--- config.mk ---
export PLATFORM = sky130hd
export DESIGN_NAME = hdlc_slot_mux
export DESIGN_NICKNAME = d
export VERILOG_FILES = /design/src/rtl/hdlc_slot_mux.sv
export SDC_FILE = /design/constraint.sdc
export NUM_CORES = 1
export LEC_CHECK = 0
export ABC_AREA = 1
export BUFFER_PORTS_ARGS = -buffer_cell sky130_fd_sc_hd__buf_2
export CAP_MARGIN = 5
export CORE_MARGIN = 3
export CORE_UTILIZATION = 43
export DETAILED_ROUTE_END_ITERATION = 8
export PLACE_DENSITY = 0.85
export SETUP_SLACK_MARGIN = 0.2
export SYNTH_ARGS = -nofsm -noshare
export SYNTH_HDL_FRONTEND = slang
export SYNTH_SLANG_ARGS = --single-unit
export TNS_END_PERCENT = 20
--- constraint.sdc ---
create_clock -name clk -period 1.6 [get_ports clk]
set_clock_uncertainty 0.15 [all_clocks]
set_input_delay 0.08 -clock clk [delete_from_list [all_inputs] [get_ports clk]]
set_output_delay 0.08 -clock clk [all_outputs]
set_load 0.1 [all_outputs]
--- src/rtl/hdlc_slot_mux.sv ---
module hdlc_slot_mux #(
  parameter int TS_W    = 5,
  parameter int BIT_W   = 3,
  parameter int T1_LAST = 23
) (
  input  logic             clk,
  input  logic             rst_n,
  input  logic             is_e1,
  input  logic             esf_mode,
  input  logic             frame_start,
  input  logic             frame_odd,
  input  logic             fbit,
  input  logic [TS_W-1:0]  ts_cnt,
  input  logic [BIT_W-1:0] bit_cnt,
  input  logic             cfg_en,
  input  logic             cfg_payload,
  input  logic             cfg_rate64,
  input  logic [TS_W-1:0]  cfg_chan,
  input  logic             tx_in,
  input  logic             hdlc_tx_bit,
  input  logic             rx_line,
  output logic             tx_out,
  output logic             hdlc_tx_req,
  output logic             hdlc_rx_bit,
  output logic             hdlc_rx_valid
);

  localparam logic [BIT_W-1:0] LSB_POS = '1;

  logic            en_q, pay_q, r64_q;
  logic [TS_W-1:0] ch_q;

  // control word: live on the frame's first bit, held for the rest
  wire            act_en  = frame_start ? cfg_en      : en_q;
  wire            act_pay = frame_start ? cfg_payload : pay_q;
  wire            act_r64 = frame_start ? cfg_rate64  : r64_q;
  wire [TS_W-1:0] act_ch  = frame_start ? cfg_chan    : ch_q;

  always_ff @(posedge clk or negedge rst_n) begin
    if (!rst_n) begin
      en_q  <= 1'b0;
      pay_q <= 1'b0;
      r64_q <= 1'b0;
      ch_q  <= '0;
    end else if (frame_start) begin
      en_q  <= cfg_en;
      pay_q <= cfg_payload;
      r64_q <= cfg_rate64;
      ch_q  <= cfg_chan;
    end
  end

  wire f_slot  = !is_e1 && fbit;
  wire ch_ok   = is_e1 ? (act_ch != '0) : (int'(act_ch) <= T1_LAST);
  wire pay_hit = act_pay && ch_ok && !f_slot && (ts_cnt == act_ch);
  wire ts0_hit = !act_pay && is_e1 && (ts_cnt == '0);
  wire slot    = act_en && (pay_hit || ts0_hit);
  wire dl_hit  = act_en && !act_pay && f_slot && esf_mode && frame_odd;
  wire drop    = !act_r64 && (bit_cnt == LSB_POS);
  wire use_bit = (slot && !drop) || dl_hit;

  assign hdlc_tx_req   = use_bit;
  assign hdlc_rx_valid = use_bit;
  assign hdlc_rx_bit   = rx_line;
  assign tx_out        = use_bit ? hdlc_tx_bit : (slot ? 1'b1 : tx_in);

  AST_IDLE_PASS: assert property (@(posedge clk) disable iff (!rst_n)
    (!act_en) |-> (tx_out == tx_in && !hdlc_tx_req && !hdlc_rx_valid));
  AST_TX_SUBST: assert property (@(posedge clk) disable iff (!rst_n)
    hdlc_tx_req |-> (tx_out == hdlc_tx_bit));
  AST_STUFF_ONE: assert property (@(posedge clk) disable iff (!rst_n)
    (!hdlc_tx_req && tx_out != tx_in) |-> (tx_out && bit_cnt == LSB_POS && !act_r64));
  AST_LSB_SKIP: assert property (@(posedge clk) disable iff (!rst_n)
    (!act_r64 && bit_cnt == LSB_POS && !f_slot) |-> !hdlc_rx_valid);
  AST_DL_ONLY: assert property (@(posedge clk) disable iff (!rst_n)
    (hdlc_rx_valid && f_slot) |-> (frame_odd && esf_mode && !act_pay));
  AST_T1_RANGE: assert property (@(posedge clk) disable iff (!rst_n)
    (hdlc_rx_valid && !is_e1 && !fbit) |-> (int'(ts_cnt) <= T1_LAST));
  AST_E1_TS0: assert property (@(posedge clk) disable iff (!rst_n)
    (hdlc_rx_valid && is_e1 && ts_cnt == '0) |-> !act_pay);
  AST_HOLD_CFG: assert property (@(posedge clk) disable iff (!rst_n)
    (!frame_start) |=> ($stable(en_q) && $stable(ch_q) && $stable(pay_q)));

endmodule

# Word level (Yosys, flattened, before mapping)
# Cells that the tools add are included.
[totals]
reg_bits = 8
latch_bits = 0
mem_bits_rw = 0
mem_bits_ro = 0
in_bits = 26
out_inout_bits = 4
memories = 0
[op_classes]
add_sub_neg = 0
multipliers = 0
div = 0
order_cmp = 1
eq_ne = 2
shifts = 0
muxes = 7
bitwise_logic = 0
reduce_logical = 22
[op_table]
columns = ["cell", "count"]
rows = [
  ["$logic_and 1x1->1", 13],
  ["$mux 1", 6],
  ["$eq 5x5->1", 1],
  ["$le 5x5->1 const B", 1],
  ["$logic_not 1->1", 5],
  ["$logic_not 5->1", 1],
  ["$mux 5", 1],
  ["$reduce_bool 5->1", 1],
  ["$eq 3x3->1 const B", 1],
  ["$logic_or 1x1->1", 2],
]

# Depth between registers and ports, before layout
# Gate-level depths: netlist (run 1).
[logic_depth]
word_depth = 11
ltp_mapped = 14
mapped_depth_nobuf = 14

# Least setup slack after synthesis (run 1)
# Ideal clock, no wire load.
[synth_timing]
path_type = "register to output"
startpoint = "register ch_q[2]"
endpoint = "output port tx_out"
arrival_time_ns = 2.131
required_ns = 1.370
slack_ns = -0.761
stages_incl_launch_ff = 14
cell_sequence = "dfrtp_1 > inv_1 > nand2_1 > nand3_1 > nand2_1 > nor2_1 > nand2_1 > nor2_1 > nand2_1 > nand2_2 > nand3_2 > nand2_2 > nand2_1 > nand2_1"
[synth_between]
elab_chain_len = 11
elab_cells_between_ends = 14
[synth_rtl]
columns = ["element", "line", "source"]
rows = [
  ["from (decl)", "31", "logic [TS_W-1:0] ch_q;"],
  ["from (signal assigned)", "49", "ch_q <= cfg_chan;"],
  ["$mux 5 (*)", "--", ""],
  ["$le 5x5->1 or $reduce_bool 5->1 (tied branches)", "54", "wire ch_ok = is_e1 ? (act_ch != '0) : (int'(act_ch) <= T1_LAST);"],
  ["$mux 1", "54", ""],
  ["$logic_and 1x1->1 (2 in series)", "55", "wire pay_hit = act_pay && ch_ok && !f_slot && (ts_cnt == act_ch);"],
  ["$logic_and 1x1->1 (*)", "55", ""],
  ["$logic_or 1x1->1 (*)", "57", "wire slot = act_en && (pay_hit || ts0_hit);"],
  ["$logic_and 1x1->1 (*)", "57", ""],
  ["$logic_and 1x1->1 (*)", "60", "wire use_bit = (slot && !drop) || dl_hit;"],
  ["$logic_or 1x1->1 (*)", "60", ""],
  ["net hdlc_rx_valid", "25", "output logic hdlc_rx_valid"],
  ["$mux 1 (*)", "65", "assign tx_out = use_bit ? hdlc_tx_bit : (slot ? 1'b1 : tx_in);"],
  ["to (decl)", "22", "output logic tx_out,"],
]
# The timed path passes the listed nets; every way through them passes the cells marked *.

# Worst setup path after layout (run 1)
[layout_timing]
startpoint = "register ch_q[3]"
endpoint = "output port tx_out"
[layout_between]
elab_chain_len = 11
elab_cells_between_ends = 14
[layout_rtl]
columns = ["element", "line", "source"]
rows = [
  ["$mux 5 (*)", "--", ""],
  ["net act_ch[3]", "37", "wire [TS_W-1:0] act_ch = frame_start ? cfg_chan : ch_q;"],
  ["$le 5x5->1 or $reduce_bool 5->1 (tied branches)", "54", ""],
  ["$mux 1", "54", ""],
  ["$logic_and 1x1->1 (2 in series)", "55", ""],
  ["$logic_and 1x1->1 (*)", "55", ""],
  ["$logic_or 1x1->1 (*)", "57", ""],
  ["$logic_and 1x1->1 (*)", "57", ""],
  ["$logic_and 1x1->1", "60", ""],
  ["$logic_or 1x1->1", "60", ""],
  ["$mux 1 (*)", "65", ""],
]
# Marks and branches as above.

==> results of run 1 <==
-- registers in the layout, indices dropped and copies added (netlist names) --
name   cells
pay_q      1
r64_q      1
en_q       1
ch_q       5
-- cells in the final DEF, fill, tap and decap left out, types with 2 or more instances in the layout --
cell type	instances
sky130_fd_sc_hd__nand2_1	35
sky130_fd_sc_hd__nand4_1	2
sky130_fd_sc_hd__nor2_1	5
sky130_fd_sc_hd__clkbuf_4	3
sky130_fd_sc_hd__nand2_8	2
sky130_fd_sc_hd__nand3_1	8
sky130_fd_sc_hd__buf_2	24
sky130_fd_sc_hd__buf_4	5
sky130_fd_sc_hd__dlygate4sd3_1	5
sky130_fd_sc_hd__nand2_2	10
sky130_fd_sc_hd__dfrtp_1	8
sky130_fd_sc_hd__inv_1	17
sky130_fd_sc_hd__buf_12	4
-- area by class of cell --
type                            instances  area (um^2)
Clock buffer                            3         22.5
Fill cell                              92          239
Inverter                               18         67.6
Multi-Input combinational cell         69          367
Sequential cell                         8          200
Tap cell                               14         17.5
Timing Repair Buffer                   38          288
-- final timing paths --
check | from | endpoint | cells after the start
worst max-delay path | ch_q[3] | tx_out | 14
worst min-delay path | rx_line | hdlc_rx_bit | 0
worst max register to register | ch_q[1] | ch_q[1] | 3
worst min register to register | r64_q | r64_q | 2
max in group asynchronous | rst_n | r64_q | 2
min in group asynchronous | rst_n | ch_q[3] | 2
-- stage by stage --
step	hold slack, ns	power (W)
floorplan	-0.366	0.000351
global placement	-0.222	0.000413
detailed placement	-0.216	0.000420
CTS	0.00373	0.000600
global route	0.0103	0.000638
finish	0.0100	0.000603
-- critical path: stages, from the launching register on --
cell                      delay, ns
sky130_fd_sc_hd__dfrtp_1       0.37
sky130_fd_sc_hd__nand2_2       0.09
sky130_fd_sc_hd__nand2_2       0.08
sky130_fd_sc_hd__nand2_1       0.08
sky130_fd_sc_hd__nand2_1       0.05
sky130_fd_sc_hd__nand2_1       0.05
sky130_fd_sc_hd__nand2_1       0.05
sky130_fd_sc_hd__nor2_1        0.09
sky130_fd_sc_hd__nand2_1       0.06
sky130_fd_sc_hd__nand2_2       0.08
sky130_fd_sc_hd__nand2_1       0.05
sky130_fd_sc_hd__nand2_1       0.07
sky130_fd_sc_hd__nand3_2       0.11
sky130_fd_sc_hd__nand2_8       0.10
sky130_fd_sc_hd__buf_12        0.16
-- power by group --
part,internal (W),switching (W)
registers,0.000220,0.00000725
logic,0.0000938,0.000117
clock network,0.0000864,0.0000775
-- synthesized netlist by cell type --
master	n	share of area, %
sky130_fd_sc_hd__nand2_1	40	25
sky130_fd_sc_hd__inv_1	17	11
sky130_fd_sc_hd__nand3_1	9	7.5
sky130_fd_sc_hd__dfrtp_1	8	33
sky130_fd_sc_hd__nand2_2	8	8.3
sky130_fd_sc_hd__nor2_1	5	3.1
sky130_fd_sc_hd__buf_4	2	2.5
sky130_fd_sc_hd__nand4_1	2	2.1
sky130_fd_sc_hd__buf_6	1	1.9
sky130_fd_sc_hd__inv_2	1	0.62
sky130_fd_sc_hd__nand3_2	1	1.7
sky130_fd_sc_hd__nor3_1	1	0.83
sky130_fd_sc_hd__nor4_1	1	1.0
sky130_fd_sc_hd__o21ai_0	1	0.83
sky130_fd_sc_hd__or2_2	1	1.0
-- logic make-up after synthesis --
family	count (synthesis)	synth area share (%)
simple gates	68	50.4
buf+inv	21	15.6
flops	8	33.2
compound gates	1	0.829
-- what timing repair did --
action / 4_1_cts / 5_1_grt
endpoints found under the setup margin: 3 / 4
resized for setup: 4 / 0
hold buffers: 5 / 0
buffers inserted: 0 / 0
endpoints found under the hold margin: 12 / 0
pin swaps: 4 / 0
-- per-layer routing --
layer / vias up / part of all wire (%)
met2: 24 / 52
met1: 326 / 40
met5: - / 0
met4: 0 / 0.23
met3: 2 / 7.7
li1: 371 / -
==> report_table.html, run 1 <==
<table>
<tr><th>Metric</th><th>Value</th></tr>
<tr><th colspan="2">Die</th></tr>
<tr><td>Placeable core region</td><td>1200 um^2</td></tr>
<tr><td>Chip Width</td><td>43.5 um</td></tr>
<tr><td>Io pins</td><td>30</td></tr>
<tr><td>Starting Density</td><td>50.2%</td></tr>
<tr><td>Die Height</td><td>43.5 um</td></tr>
<tr><td>Num rows</td><td>12</td></tr>
<tr><td>Die Area</td><td>1890 um^2</td></tr>
<tr><th colspan="2">Outcome</th></tr>
<tr><td>Violations in the final reports</td><td>setup timing</td></tr>
<tr><td>Run status</td><td>finished, violations left</td></tr>
<tr><th colspan="2">Synthesis</th></tr>
<tr><td>Number of instances in the synthesized netlist</td><td>98</td></tr>
<tr><td>Mean Syn Cell Area</td><td>6.15 um^2</td></tr>
<tr><td>Mapped cell area</td><td>603 um^2</td></tr>
<tr><td>Total of warnings raised by yosys</td><td>0</td></tr>
<tr><td>Synthesized net count</td><td>124</td></tr>
<tr><td>Count of different cell masters after synthesis</td><td>15</td></tr>
<tr><td>Seq cells post-synth</td><td>8</td></tr>
<tr><td>Sequential area share after synthesis</td><td>33.2%</td></tr>
<tr><th colspan="2">Global route</th></tr>
<tr><td>Vias in the first global route</td><td>720</td></tr>
<tr><td>GR Util All Layers</td><td>20.0%</td></tr>
<tr><td>Global route total overflow</td><td>0</td></tr>
<tr><td>Most used routing layer</td><td>met2</td></tr>
<tr><td>Met3 routing resource usage after global routing</td><td>8.30%</td></tr>
<tr><td>First-pass GRT wire length</td><td>2.83 mm</td></tr>
<tr><td>Met1 capacity usage during global routing</td><td>20.4%</td></tr>
<tr><td>Maximum number of pins on one net before global-route repair</td><td>11</td></tr>
<tr><td>Number of antenna violations at the first check in global routing</td><td>0</td></tr>
<tr><td>Met2 track utilization from global routing</td><td>37.8%</td></tr>
<tr><th colspan="2">Timing</th></tr>
<tr><td>Final Hold Violating Endpoints</td><td>0</td></tr>
<tr><td>Crit path setup slack, layout</td><td>-0.414 ns</td></tr>
<tr><td>Setup repair after global routing missed its margin</td><td>yes</td></tr>
<tr><td>Slew Viols, Final</td><td>0</td></tr>
<tr><td>Post-layout minimum cycle time</td><td>2.01 ns</td></tr>
<tr><td>Share of the cycle needed by the critical path after routing</td><td>126%</td></tr>
<tr><td>Sum of negative setup slack</td><td>-1.18 ns</td></tr>
<tr><td>Final-report setup violation count</td><td>3</td></tr>
<tr><td>Max Freq</td><td>497 MHz</td></tr>
<tr><td>Worst-Margin Slew</td><td>0.262 ns</td></tr>
<tr><td>Slew Limit Headroom</td><td>82.3%</td></tr>
<tr><th colspan="2">Flow run</th></tr>
<tr><td>Number of max-cap violations</td><td>0</td></tr>
<tr><th colspan="2">Final layout</th></tr>
<tr><td>Diode count</td><td>0</td></tr>
<tr><td>Area growth from synthesis to layout</td><td>59.5%</td></tr>
<tr><td>Fin util</td><td>80.1%</td></tr>
<tr><td>Layout cell share with drive strength beyond 1</td><td>39.0%</td></tr>
<tr><td>Total Nets Final</td><td>164</td></tr>
<tr><td>Design area</td><td>962 um^2</td></tr>
<tr><td>Cell Count, Final, Fillers Out</td><td>150</td></tr>
<tr><th colspan="2">Clock tree</th></tr>
<tr><td>Buffers from clock root to sink, at most</td><td>2</td></tr>
<tr><td>Clock sinks</td><td>8</td></tr>
<tr><td>Worst-skew pair later-pin latency</td><td>0.27 ns</td></tr>
<tr><td>TritonCTS clock tree</td><td>yes</td></tr>
<tr><td>TritonCTS Buffers</td><td>3</td></tr>
<tr><td>Number of H-tree levels</td><td>1</td></tr>
<tr><td>Clock input transition at the sequential cells of the worst setup and hold paths</td><td>0.06 ns</td></tr>
<tr><td>Clock root cell</td><td>sky130_fd_sc_hd__clkbuf_4</td></tr>
<tr><th colspan="2">Critical path</th></tr>
<tr><td>Category of the critical setup timing path</td><td>flip-flop to output pin</td></tr>
<tr><td>Setup slack of the worst register-to-register path</td><td>0.23 ns</td></tr>
<tr><td>Critical path startpoint category</td><td>flip-flop</td></tr>
<tr><td>Endpoint class of the critical path</td><td>output pin</td></tr>
<tr><td>Max Fanout on Critical Path</td><td>4</td></tr>
<tr><td>Data arrival, critical path</td><td>1.78 ns</td></tr>
<tr><td>CP required</td><td>1.37 ns</td></tr>
<tr><th colspan="2">Power and ir drop</th></tr>
<tr><td>Leakage component of the power</td><td>0.564 nW</td></tr>
<tr><td>Worst IR drop on VDD</td><td>0.561 mV</td></tr>
<tr><td>Ratio of total power to cell area</td><td>626 nW/um^2</td></tr>
<tr><th colspan="2">Placed design</th></tr>
<tr><td>Post-Place Worst Slack</td><td>-0.185 ns</td></tr>
<tr><td>Cell Count Post-Placement</td><td>142</td></tr>
<tr><td>I/O Buffers</td><td>27</td></tr>
<tr><td>Area post-placement</td><td>877 um^2</td></tr>
<tr><td>Detailed placer's ending HPWL</td><td>1.32 mm</td></tr>
<tr><td>GP Congestion</td><td>0.795</td></tr>
<tr><th colspan="2">Drt</th></tr>
<tr><td>Average detailed-routed wire length per instance</td><td>11.4 um</td></tr>
<tr><td>Detailed Routing Iterations Pass 1</td><td>4</td></tr>
<tr><td>Initial DRC Count</td><td>4</td></tr>
<tr><td>Remaining antenna violation count after routing</td><td>0</td></tr>
<tr><td>Via density per instance</td><td>4.82</td></tr>
<tr><td>Number of remaining DRC errors</td><td>0</td></tr>
<tr><td>Vias after detailed routing</td><td>723</td></tr>
<tr><td>Final WL</td><td>1.71 mm</td></tr>
<tr><th colspan="2">Worst hold path</th></tr>
<tr><td>Type of the most critical hold path</td><td>input port to output pin</td></tr>
</table>
(Power assumes the default switching activity.)
==> run 2: changes to the inputs <==
--- a/config.mk
+++ b/config.mk
@@ -9,6 +9,8 @@
 export BUFFER_PORTS_ARGS = -buffer_cell sky130_fd_sc_hd__buf_2
 export CAP_MARGIN = 5
+export CELL_PAD_IN_SITES_DETAIL_PLACEMENT = 2
+export CELL_PAD_IN_SITES_GLOBAL_PLACEMENT = 2
 export CORE_MARGIN = 3
-export CORE_UTILIZATION = 43
+export CORE_UTILIZATION = 21
 export DETAILED_ROUTE_END_ITERATION = 8
 export PLACE_DENSITY = 0.85
--- a/constraint.sdc
+++ b/constraint.sdc
@@ -3,3 +3,3 @@
 set_input_delay 0.08 -clock clk [delete_from_list [all_inputs] [get_ports clk]]
 set_output_delay 0.08 -clock clk [all_outputs]
-set_load 0.1 [all_outputs]
+set_load 0.02 [all_outputs]
==> report_table.html, run 2 (synthesis gave the netlist of run 1 again) <==
<table>
<tr><th>Metric</th><th>Value</th></tr>
<tr><th colspan="2">Timing</th></tr>
<tr><td>Final-report setup violation count</td><td>3</td></tr>
<tr><td>Share of the cycle needed by the critical path after routing</td><td>127%</td></tr>
<tr><td>Final Hold Violating Endpoints</td><td>0</td></tr>
<tr><td>Slew Limit Headroom</td><td>83.5%</td></tr>
<tr><td>Post-layout minimum cycle time</td><td>2.04 ns</td></tr>
<tr><td>Slew Viols, Final</td><td>0</td></tr>
<tr><td>Max Freq</td><td>491 MHz</td></tr>
<tr><td>Setup repair after global routing missed its margin</td><td>yes</td></tr>
<tr><td>Crit path setup slack, layout</td><td>-0.436 ns</td></tr>
<tr><td>Hold Worst Slack</td><td>0.0100 ns</td></tr>
<tr><td>Worst-Margin Slew</td><td>0.245 ns</td></tr>
<tr><th colspan="2">Outcome</th></tr>
<tr><td>Run status</td><td>finished, violations left</td></tr>
<tr><td>Violations in the final reports</td><td>setup timing</td></tr>
<tr><th colspan="2">Placed design</th></tr>
<tr><td>Detailed placer's ending HPWL</td><td>1.88 mm</td></tr>
<tr><td>Cell Count Post-Placement</td><td>158</td></tr>
<tr><td>I/O Buffers</td><td>27</td></tr>
<tr><td>Post-Place Worst Slack</td><td>-0.195 ns</td></tr>
<tr><td>GP Congestion</td><td>0.803</td></tr>
<tr><th colspan="2">Drt</th></tr>
<tr><td>Detailed Routing Iterations Pass 1</td><td>2</td></tr>
<tr><td>Via density per instance</td><td>4.52</td></tr>
<tr><td>Final WL</td><td>2.36 mm</td></tr>
<tr><td>Initial DRC Count</td><td>2</td></tr>
<tr><td>Average detailed-routed wire length per instance</td><td>14.2 um</td></tr>
<tr><td>Number of remaining DRC errors</td><td>0</td></tr>
<tr><td>Remaining antenna violation count after routing</td><td>0</td></tr>
<tr><td>Vias after detailed routing</td><td>750</td></tr>
<tr><th colspan="2">Clock tree</th></tr>
<tr><td>Clock input transition at the sequential cells of the worst setup and hold paths</td><td>0.05 ns</td></tr>
<tr><td>Buffers from clock root to sink, at most</td><td>2</td></tr>
<tr><td>Number of H-tree levels</td><td>1</td></tr>
<tr><td>TritonCTS clock tree</td><td>yes</td></tr>
<tr><td>Clock root cell</td><td>sky130_fd_sc_hd__clkbuf_4</td></tr>
<tr><td>Clock sinks</td><td>8</td></tr>
<tr><td>TritonCTS Buffers</td><td>3</td></tr>
<tr><td>Worst-skew pair later-pin latency</td><td>0.24 ns</td></tr>
<tr><th colspan="2">Final layout</th></tr>
<tr><td>Register ranked first by flip-flop count</td><td>ch_q</td></tr>
<tr><td>Register Area</td><td>200 um^2</td></tr>
<tr><td>Area growth from synthesis to layout</td><td>56.8%</td></tr>
<tr><td>Most common cell after layout, fill and taps aside</td><td>sky130_fd_sc_hd__nand2_1</td></tr>
<tr><td>Total Nets Final</td><td>164</td></tr>
<tr><td>Fin util</td><td>36.2%</td></tr>
<tr><td>Number of flip-flops in the largest register</td><td>5</td></tr>
<tr><td>Cell Count, Final, Fillers Out</td><td>166</td></tr>
<tr><td>Layout cell share with drive strength beyond 1</td><td>45.6%</td></tr>
<tr><td># fillers</td><td>326</td></tr>
<tr><td>Diode count</td><td>0</td></tr>
<tr><td>Combined area of the multi-input logic cells</td><td>377 um^2</td></tr>
<tr><td>Most used cells in the layout excluding fill and tap cells</td><td>sky130_fd_sc_hd__nand2_1 (28), sky130_fd_sc_hd__buf_2 (24), sky130_fd_sc_hd__inv_1 (17)</td></tr>
<tr><th colspan="2">Flow run</th></tr>
<tr><td>Number of max-cap violations</td><td>0</td></tr>
<tr><th colspan="2">Global route</th></tr>
<tr><td>GR Util All Layers</td><td>14.3%</td></tr>
<tr><td>Global route total overflow</td><td>0</td></tr>
<tr><td>Vias in the first global route</td><td>831</td></tr>
<tr><td>Number of antenna violations at the first check in global routing</td><td>0</td></tr>
<tr><td>Maximum number of pins on one net before global-route repair</td><td>11</td></tr>
<tr><td>First-pass GRT wire length</td><td>3.75 mm</td></tr>
<tr><th colspan="2">Die</th></tr>
<tr><td>Placeable core region</td><td>2610 um^2</td></tr>
<tr><td>Starting Density</td><td>23.1%</td></tr>
<tr><td>Io pins</td><td>30</td></tr>
<tr><td>Chip Width</td><td>59.6 um</td></tr>
<tr><td>Die Height</td><td>59.6 um</td></tr>
<tr><td>Num rows</td><td>18</td></tr>
<tr><td>Die Area</td><td>3550 um^2</td></tr>
<tr><th colspan="2">Power and ir drop</th></tr>
<tr><td>Ratio of total power to cell area</td><td>611 nW/um^2</td></tr>
<tr><td>Total power</td><td>0.000578 W</td></tr>
<tr><td>Worst IR drop on VDD</td><td>0.256 mV</td></tr>
<tr><td>Leakage component of the power</td><td>0.565 nW</td></tr>
<tr><th colspan="2">Critical path</th></tr>
<tr><td>Cell chain of the critical path</td><td>inv_1 &gt; nand2_2 &gt; nand3_2 &gt; nand2_2 &gt; nor2_1 &gt; nand2_1 &gt; nor2_1 &gt; nand2_1 &gt; nand2_2 &gt; nand3_4 &gt; nand2_4 &gt; nand2_4 &gt; nand2_4 &gt; buf_6</td></tr>
<tr><td>Critical path startpoint category</td><td>flip-flop</td></tr>
<tr><td>Worst setup path endpoint</td><td>tx_out</td></tr>
<tr><td>Number of gates on the worst path with buffers counted</td><td>14</td></tr>
<tr><td>Cells on worst reg2reg path</td><td>3</td></tr>
<tr><td>Worst path top cell family by delay</td><td>simple AND/OR/NAND/NOR gates</td></tr>
<tr><td>Worst-path cell with the longest stage delay</td><td>sky130_fd_sc_hd__dfrtp_1</td></tr>
<tr><td>Category of the critical setup timing path</td><td>flip-flop to output pin</td></tr>
<tr><td>Endpoint class of the critical path</td><td>output pin</td></tr>
<tr><td>Crit path from</td><td>ch_q[2]</td></tr>
<tr><td>Maximum single-stage delay on the critical path</td><td>0.38 ns</td></tr>
<tr><td>Setup slack of the worst register-to-register path</td><td>0.24 ns</td></tr>
<tr><td>Count of buffering cells on the critical path with inverters included</td><td>2</td></tr>
<tr><td>Max Fanout on Critical Path</td><td>3</td></tr>
<tr><td>Data arrival, critical path</td><td>1.81 ns</td></tr>
<tr><td>Endpoint of the lowest-slack register-to-register path</td><td>ch_q[1]</td></tr>
<tr><td>CP required</td><td>1.37 ns</td></tr>
<tr><td>Worst r2r src</td><td>ch_q[1]</td></tr>
<tr><th colspan="2">Worst hold path</th></tr>
<tr><td>Type of the most critical hold path</td><td>input port to output pin</td></tr>
</table>
==> run 2: changes by cell type in the layout (fill, tap and decap cells not counted), sizes merged <==
cell          delta
buf              +1
dlymetal6s4s     +1
dlygate4sd3      -2
==> run 2: metrics by stage <==
step	instance area [um^2]	TNS [ns]
after global routing	946	-1.50
after CTS	916	-0.996
after global placement	810	-0.149
after floorplan	618	0
final	946	-1.18
after detailed placement	810	-0.386
==> run 2: where the power goes <==
| group | switching (W) | leakage, nW | internal (W) |
|---|---|---|---|
| Sequential | 0.00000702 | 0.0953 | 0.000220 |
| Combinational | 0.000114 | 0.456 | 0.0000886 |
| Clock | 0.0000624 | 0.0138 | 0.0000854 |
| Total | 0.000183 | 0.565 | 0.000395 |
==> run 2: layout make-up <==
cell class,instances,area share (%)
multi-input combinational,69,39.8
timing repair buffer,38,25.5
sequential,8,21.2
inverter,18,7.14
tap,30,3.97
clock buffer,3,2.38
==> run 2: worst register-to-register path: cells and delay by family (launching register included) <==
family | cells | cell delay, ns
buffers and inverters | 1 | 0.56
DFF | 1 | 0.37
and+or+nand+nor | 2 | 0.17
==> run 2: timing repair <==
item	in CTS	in global routing
gates resized for setup	10	10
hold endpoints to repair	11	0
endpoints found under the setup margin	3	5
pin swaps	4	7
buffers inserted	1	0
hold buffers	4	0
==> run 2: worst min path at each step <==
| stage | start | to | cells past startpoint | slack [ns] |
|---|---|---|---|---|
| floorplan | rst_n | ch_q[0] | 0 | -0.37 |
| global placement | rst_n | ch_q[2] | 1 | -0.22 |
| detailed placement | rst_n | ch_q[2] | 1 | -0.22 |
| CTS | rx_line | hdlc_rx_bit | 0 | 0.01 |
| global route | rx_line | hdlc_rx_bit | 0 | 0.01 |
| finish | rx_line | hdlc_rx_bit | 0 | 0.01 |
==> run 2: routing by layer <==
metal | global-route usage (%) | wire length, um | vias up
met5 | 0 | 0 | -
met4 | 3.80 | 12 | 0
met3 | 0.871 | 62 | 2
met2 | 27.8 | 1340 | 16
met1 | 16.5 | 943 | 362
li1 | - | - | 370
==> run 3: changes to the inputs <==
- RECOVER_POWER: not set -> 100
==> report_table.html, run 3 (synthesis gave the netlist of run 1 again) <==
<table>
<tr><th>Metric</th><th>Value</th></tr>
<tr><th colspan="2">Critical path</th></tr>
<tr><td>Category of the critical setup timing path</td><td>flip-flop to output pin</td></tr>
<tr><td>Endpoint of the lowest-slack register-to-register path</td><td>ch_q[1]</td></tr>
<tr><td>Endpoint class of the critical path</td><td>output pin</td></tr>
<tr><td>Critical path startpoint category</td><td>flip-flop</td></tr>
<tr><td>Max Fanout on Critical Path</td><td>3</td></tr>
<tr><td>Worst r2r src</td><td>ch_q[1]</td></tr>
<tr><td>CP required</td><td>1.37 ns</td></tr>
<tr><td>Cells on worst reg2reg path</td><td>3</td></tr>
<tr><td>Setup slack of the worst register-to-register path</td><td>0.22 ns</td></tr>
<tr><td>Data arrival, critical path</td><td>1.81 ns</td></tr>
<tr><th colspan="2">Power and ir drop</th></tr>
<tr><td>Leakage component of the power</td><td>0.562 nW</td></tr>
<tr><td>Gate power share</td><td>34.9%</td></tr>
<tr><td>Flop pwr share</td><td>39.5%</td></tr>
<tr><td>Int Power</td><td>0.000394 W</td></tr>
<tr><td>Clock share of power</td><td>25.6%</td></tr>
<tr><td>Ratio of total power to cell area</td><td>611 nW/um^2</td></tr>
<tr><td>Switching power</td><td>0.000182 W</td></tr>
<tr><td>Worst IR drop on VDD</td><td>0.256 mV</td></tr>
<tr><td>Switching power as a share of total power</td><td>31.6%</td></tr>
<tr><th colspan="2">Drt</th></tr>
<tr><td>Detailed Routing Iterations Pass 1</td><td>2</td></tr>
<tr><td>Average detailed-routed wire length per instance</td><td>14.2 um</td></tr>
<tr><td>Vias after detailed routing</td><td>753</td></tr>
<tr><td>Final WL</td><td>2.35 mm</td></tr>
<tr><td>Initial DRC Count</td><td>1</td></tr>
<tr><td>Via density per instance</td><td>4.54</td></tr>
<tr><td>Number of remaining DRC errors</td><td>0</td></tr>
<tr><td>Remaining antenna violation count after routing</td><td>0</td></tr>
<tr><th colspan="2">Timing</th></tr>
<tr><td>Share of the cycle needed by the critical path after routing</td><td>127%</td></tr>
<tr><td>Worst-Margin Slew</td><td>0.425 ns</td></tr>
<tr><td>Final-report setup violation count</td><td>3</td></tr>
<tr><td>Slew Viols, Final</td><td>0</td></tr>
<tr><td>Crit path setup slack, layout</td><td>-0.435 ns</td></tr>
<tr><td>Setup repair after global routing missed its margin</td><td>yes</td></tr>
<tr><td>Post-layout minimum cycle time</td><td>2.04 ns</td></tr>
<tr><td>Max Freq</td><td>491 MHz</td></tr>
<tr><td>Final Hold Violating Endpoints</td><td>0</td></tr>
<tr><td>Hold Worst Slack</td><td>0.0100 ns</td></tr>
<tr><td>Slew Limit Headroom</td><td>71.6%</td></tr>
<tr><th colspan="2">Clock tree</th></tr>
<tr><td>Clock root cell</td><td>sky130_fd_sc_hd__clkbuf_4</td></tr>
<tr><td>Number of H-tree levels</td><td>1</td></tr>
<tr><td>Clock sinks</td><td>8</td></tr>
<tr><td>TritonCTS clock tree</td><td>yes</td></tr>
<tr><td>Buffers from clock root to sink, at most</td><td>2</td></tr>
<tr><td>Worst-skew pair later-pin latency</td><td>0.24 ns</td></tr>
<tr><td>Clock input transition at the sequential cells of the worst setup and hold paths</td><td>0.05 ns</td></tr>
<tr><td>TritonCTS Buffers</td><td>3</td></tr>
<tr><th colspan="2">Final layout</th></tr>
<tr><td>Number of flip-flops in the largest register</td><td>5</td></tr>
<tr><td>Most common cell after layout, fill and taps aside</td><td>sky130_fd_sc_hd__nand2_1</td></tr>
<tr><td>Fin util</td><td>36.1%</td></tr>
<tr><td># fillers</td><td>328</td></tr>
<tr><td>Total Nets Final</td><td>164</td></tr>
<tr><td>Most used cells in the layout excluding fill and tap cells</td><td>sky130_fd_sc_hd__nand2_1 (29), sky130_fd_sc_hd__buf_2 (23), sky130_fd_sc_hd__inv_1 (17)</td></tr>
<tr><td>Layout cell share with drive strength beyond 1</td><td>44.1%</td></tr>
<tr><td>Diode count</td><td>0</td></tr>
<tr><td>Area growth from synthesis to layout</td><td>56.2%</td></tr>
<tr><td>Design area</td><td>942 um^2</td></tr>
<tr><td>Register ranked first by flip-flop count</td><td>ch_q</td></tr>
<tr><th colspan="2">Die</th></tr>
<tr><td>Chip Width</td><td>59.6 um</td></tr>
<tr><td>Placeable core region</td><td>2610 um^2</td></tr>
<tr><td>Die Height</td><td>59.6 um</td></tr>
<tr><td>Io pins</td><td>30</td></tr>
<tr><td>Die Area</td><td>3550 um^2</td></tr>
<tr><td>Starting Density</td><td>23.1%</td></tr>
<tr><td>Num rows</td><td>18</td></tr>
<tr><th colspan="2">Global route</th></tr>
<tr><td>Global route total overflow</td><td>0</td></tr>
<tr><td>Number of antenna violations at the first check in global routing</td><td>0</td></tr>
<tr><td>GR Util All Layers</td><td>14.3%</td></tr>
<tr><td>Maximum number of pins on one net before global-route repair</td><td>11</td></tr>
<tr><td>Vias in the first global route</td><td>831</td></tr>
<tr><td>First-pass GRT wire length</td><td>3.75 mm</td></tr>
<tr><th colspan="2">Outcome</th></tr>
<tr><td>Violations in the final reports</td><td>setup timing</td></tr>
<tr><td>Run status</td><td>finished, violations left</td></tr>
<tr><th colspan="2">Worst hold path</th></tr>
<tr><td>Terminating pin of the worst hold path</td><td>hdlc_rx_bit</td></tr>
<tr><td>Hold_sp</td><td>rx_line</td></tr>
<tr><td>Type of the most critical hold path</td><td>input port to output pin</td></tr>
<tr><td>Count of cells along the worst hold path</td><td>0</td></tr>
<tr><th colspan="2">Placed design</th></tr>
<tr><td>Detailed placer's ending HPWL</td><td>1.88 mm</td></tr>
<tr><td>Area post-placement</td><td>810 um^2</td></tr>
<tr><td>Post-Place Worst Slack</td><td>-0.195 ns</td></tr>
<tr><td>GP Congestion</td><td>0.803</td></tr>
<tr><td>I/O Buffers</td><td>27</td></tr>
<tr><th colspan="2">Flow run</th></tr>
<tr><td>Number of max-cap violations</td><td>0</td></tr>
</table>
==> run 3: per-stage QoR <==
step	total power (W)	TNS, ns	std cells
global placement	0.000383	-0.149	158
floorplan	0.000318	0	98
finish	0.000576	-1.18	166
global route	0.000615	-1.50	166
detailed placement	0.000396	-0.386	158
CTS	0.000576	-0.996	166
==> run 3: per-layer routing <==
metal / global-route usage [%] / vias to the layer above / wire length (um)
met5: 0 / - / 0
met4: 3.80 / 0 / 12
met3: 0.871 / 2 / 62
met2: 27.8 / 16 / 1340
met1: 16.5 / 365 / 936
li1: - / 370 / -
==> run 3: worst max-delay path, stage by stage (launching register included) <==
cell and delay [ns]:
sky130_fd_sc_hd__dfrtp_1 0.38, sky130_fd_sc_hd__inv_1 0.08, sky130_fd_sc_hd__nand2_2 0.07, sky130_fd_sc_hd__nand3_2 0.09
sky130_fd_sc_hd__nand2_2 0.04, sky130_fd_sc_hd__nor2_1 0.11, sky130_fd_sc_hd__nand2_1 0.08, sky130_fd_sc_hd__nor2_1 0.13
sky130_fd_sc_hd__nand2_1 0.08, sky130_fd_sc_hd__nand2_2 0.10, sky130_fd_sc_hd__nand3_4 0.09, sky130_fd_sc_hd__nand2_4 0.10
sky130_fd_sc_hd__nand2_4 0.05, sky130_fd_sc_hd__nand2_4 0.05, sky130_fd_sc_hd__buf_6 0.11
==> run 3: worst max-delay path by stage <==
stage                        end  slack [ns]   startpoint  cells past startpoint
after floorplan           tx_out        0.13      ch_q[2]                     13
after CTS                 tx_out       -0.39      ch_q[0]                     14
after detailed placement  tx_out       -0.19      ch_q[3]                     14
after global routing      tx_out       -0.55      ch_q[2]                     14
final                     tx_out       -0.44      ch_q[2]                     14
after global placement    tx_out       -0.12  frame_start                     15
==> run 3: cell type report <==
cell class	instances	area [um^2]	share of cell area (%)
inverter	18	67.6	7.17
sequential	8	200	21.2
clock buffer	3	22.5	2.39
timing repair buffer	38	240	25.5
multi-input combinational	69	374	39.7
tap	30	37.5	3.98
==> run 3: what timing repair did <==
item / CTS / global route
endpoints found under the hold margin: 11 / 0
buffers inserted: 1 / 0
setup endpoints to repair: 3 / 5
hold buffers: 4 / 0
gates cloned: 0 / 0
pin swaps: 4 / 7
resized for setup: 10 / 10
==> run 3: power by group through the flow <==
stage | sequential, W | clock [W] | combinational, W
finish | 0.000227 | 0.000148 | 0.000201
global route | 0.000229 | 0.000160 | 0.000226
CTS | 0.000227 | 0.000156 | 0.000193
detailed placement | 0.000230 | 0 | 0.000166
global placement | 0.000229 | 0 | 0.000154
floorplan | 0.000228 | 0 | 0.0000904
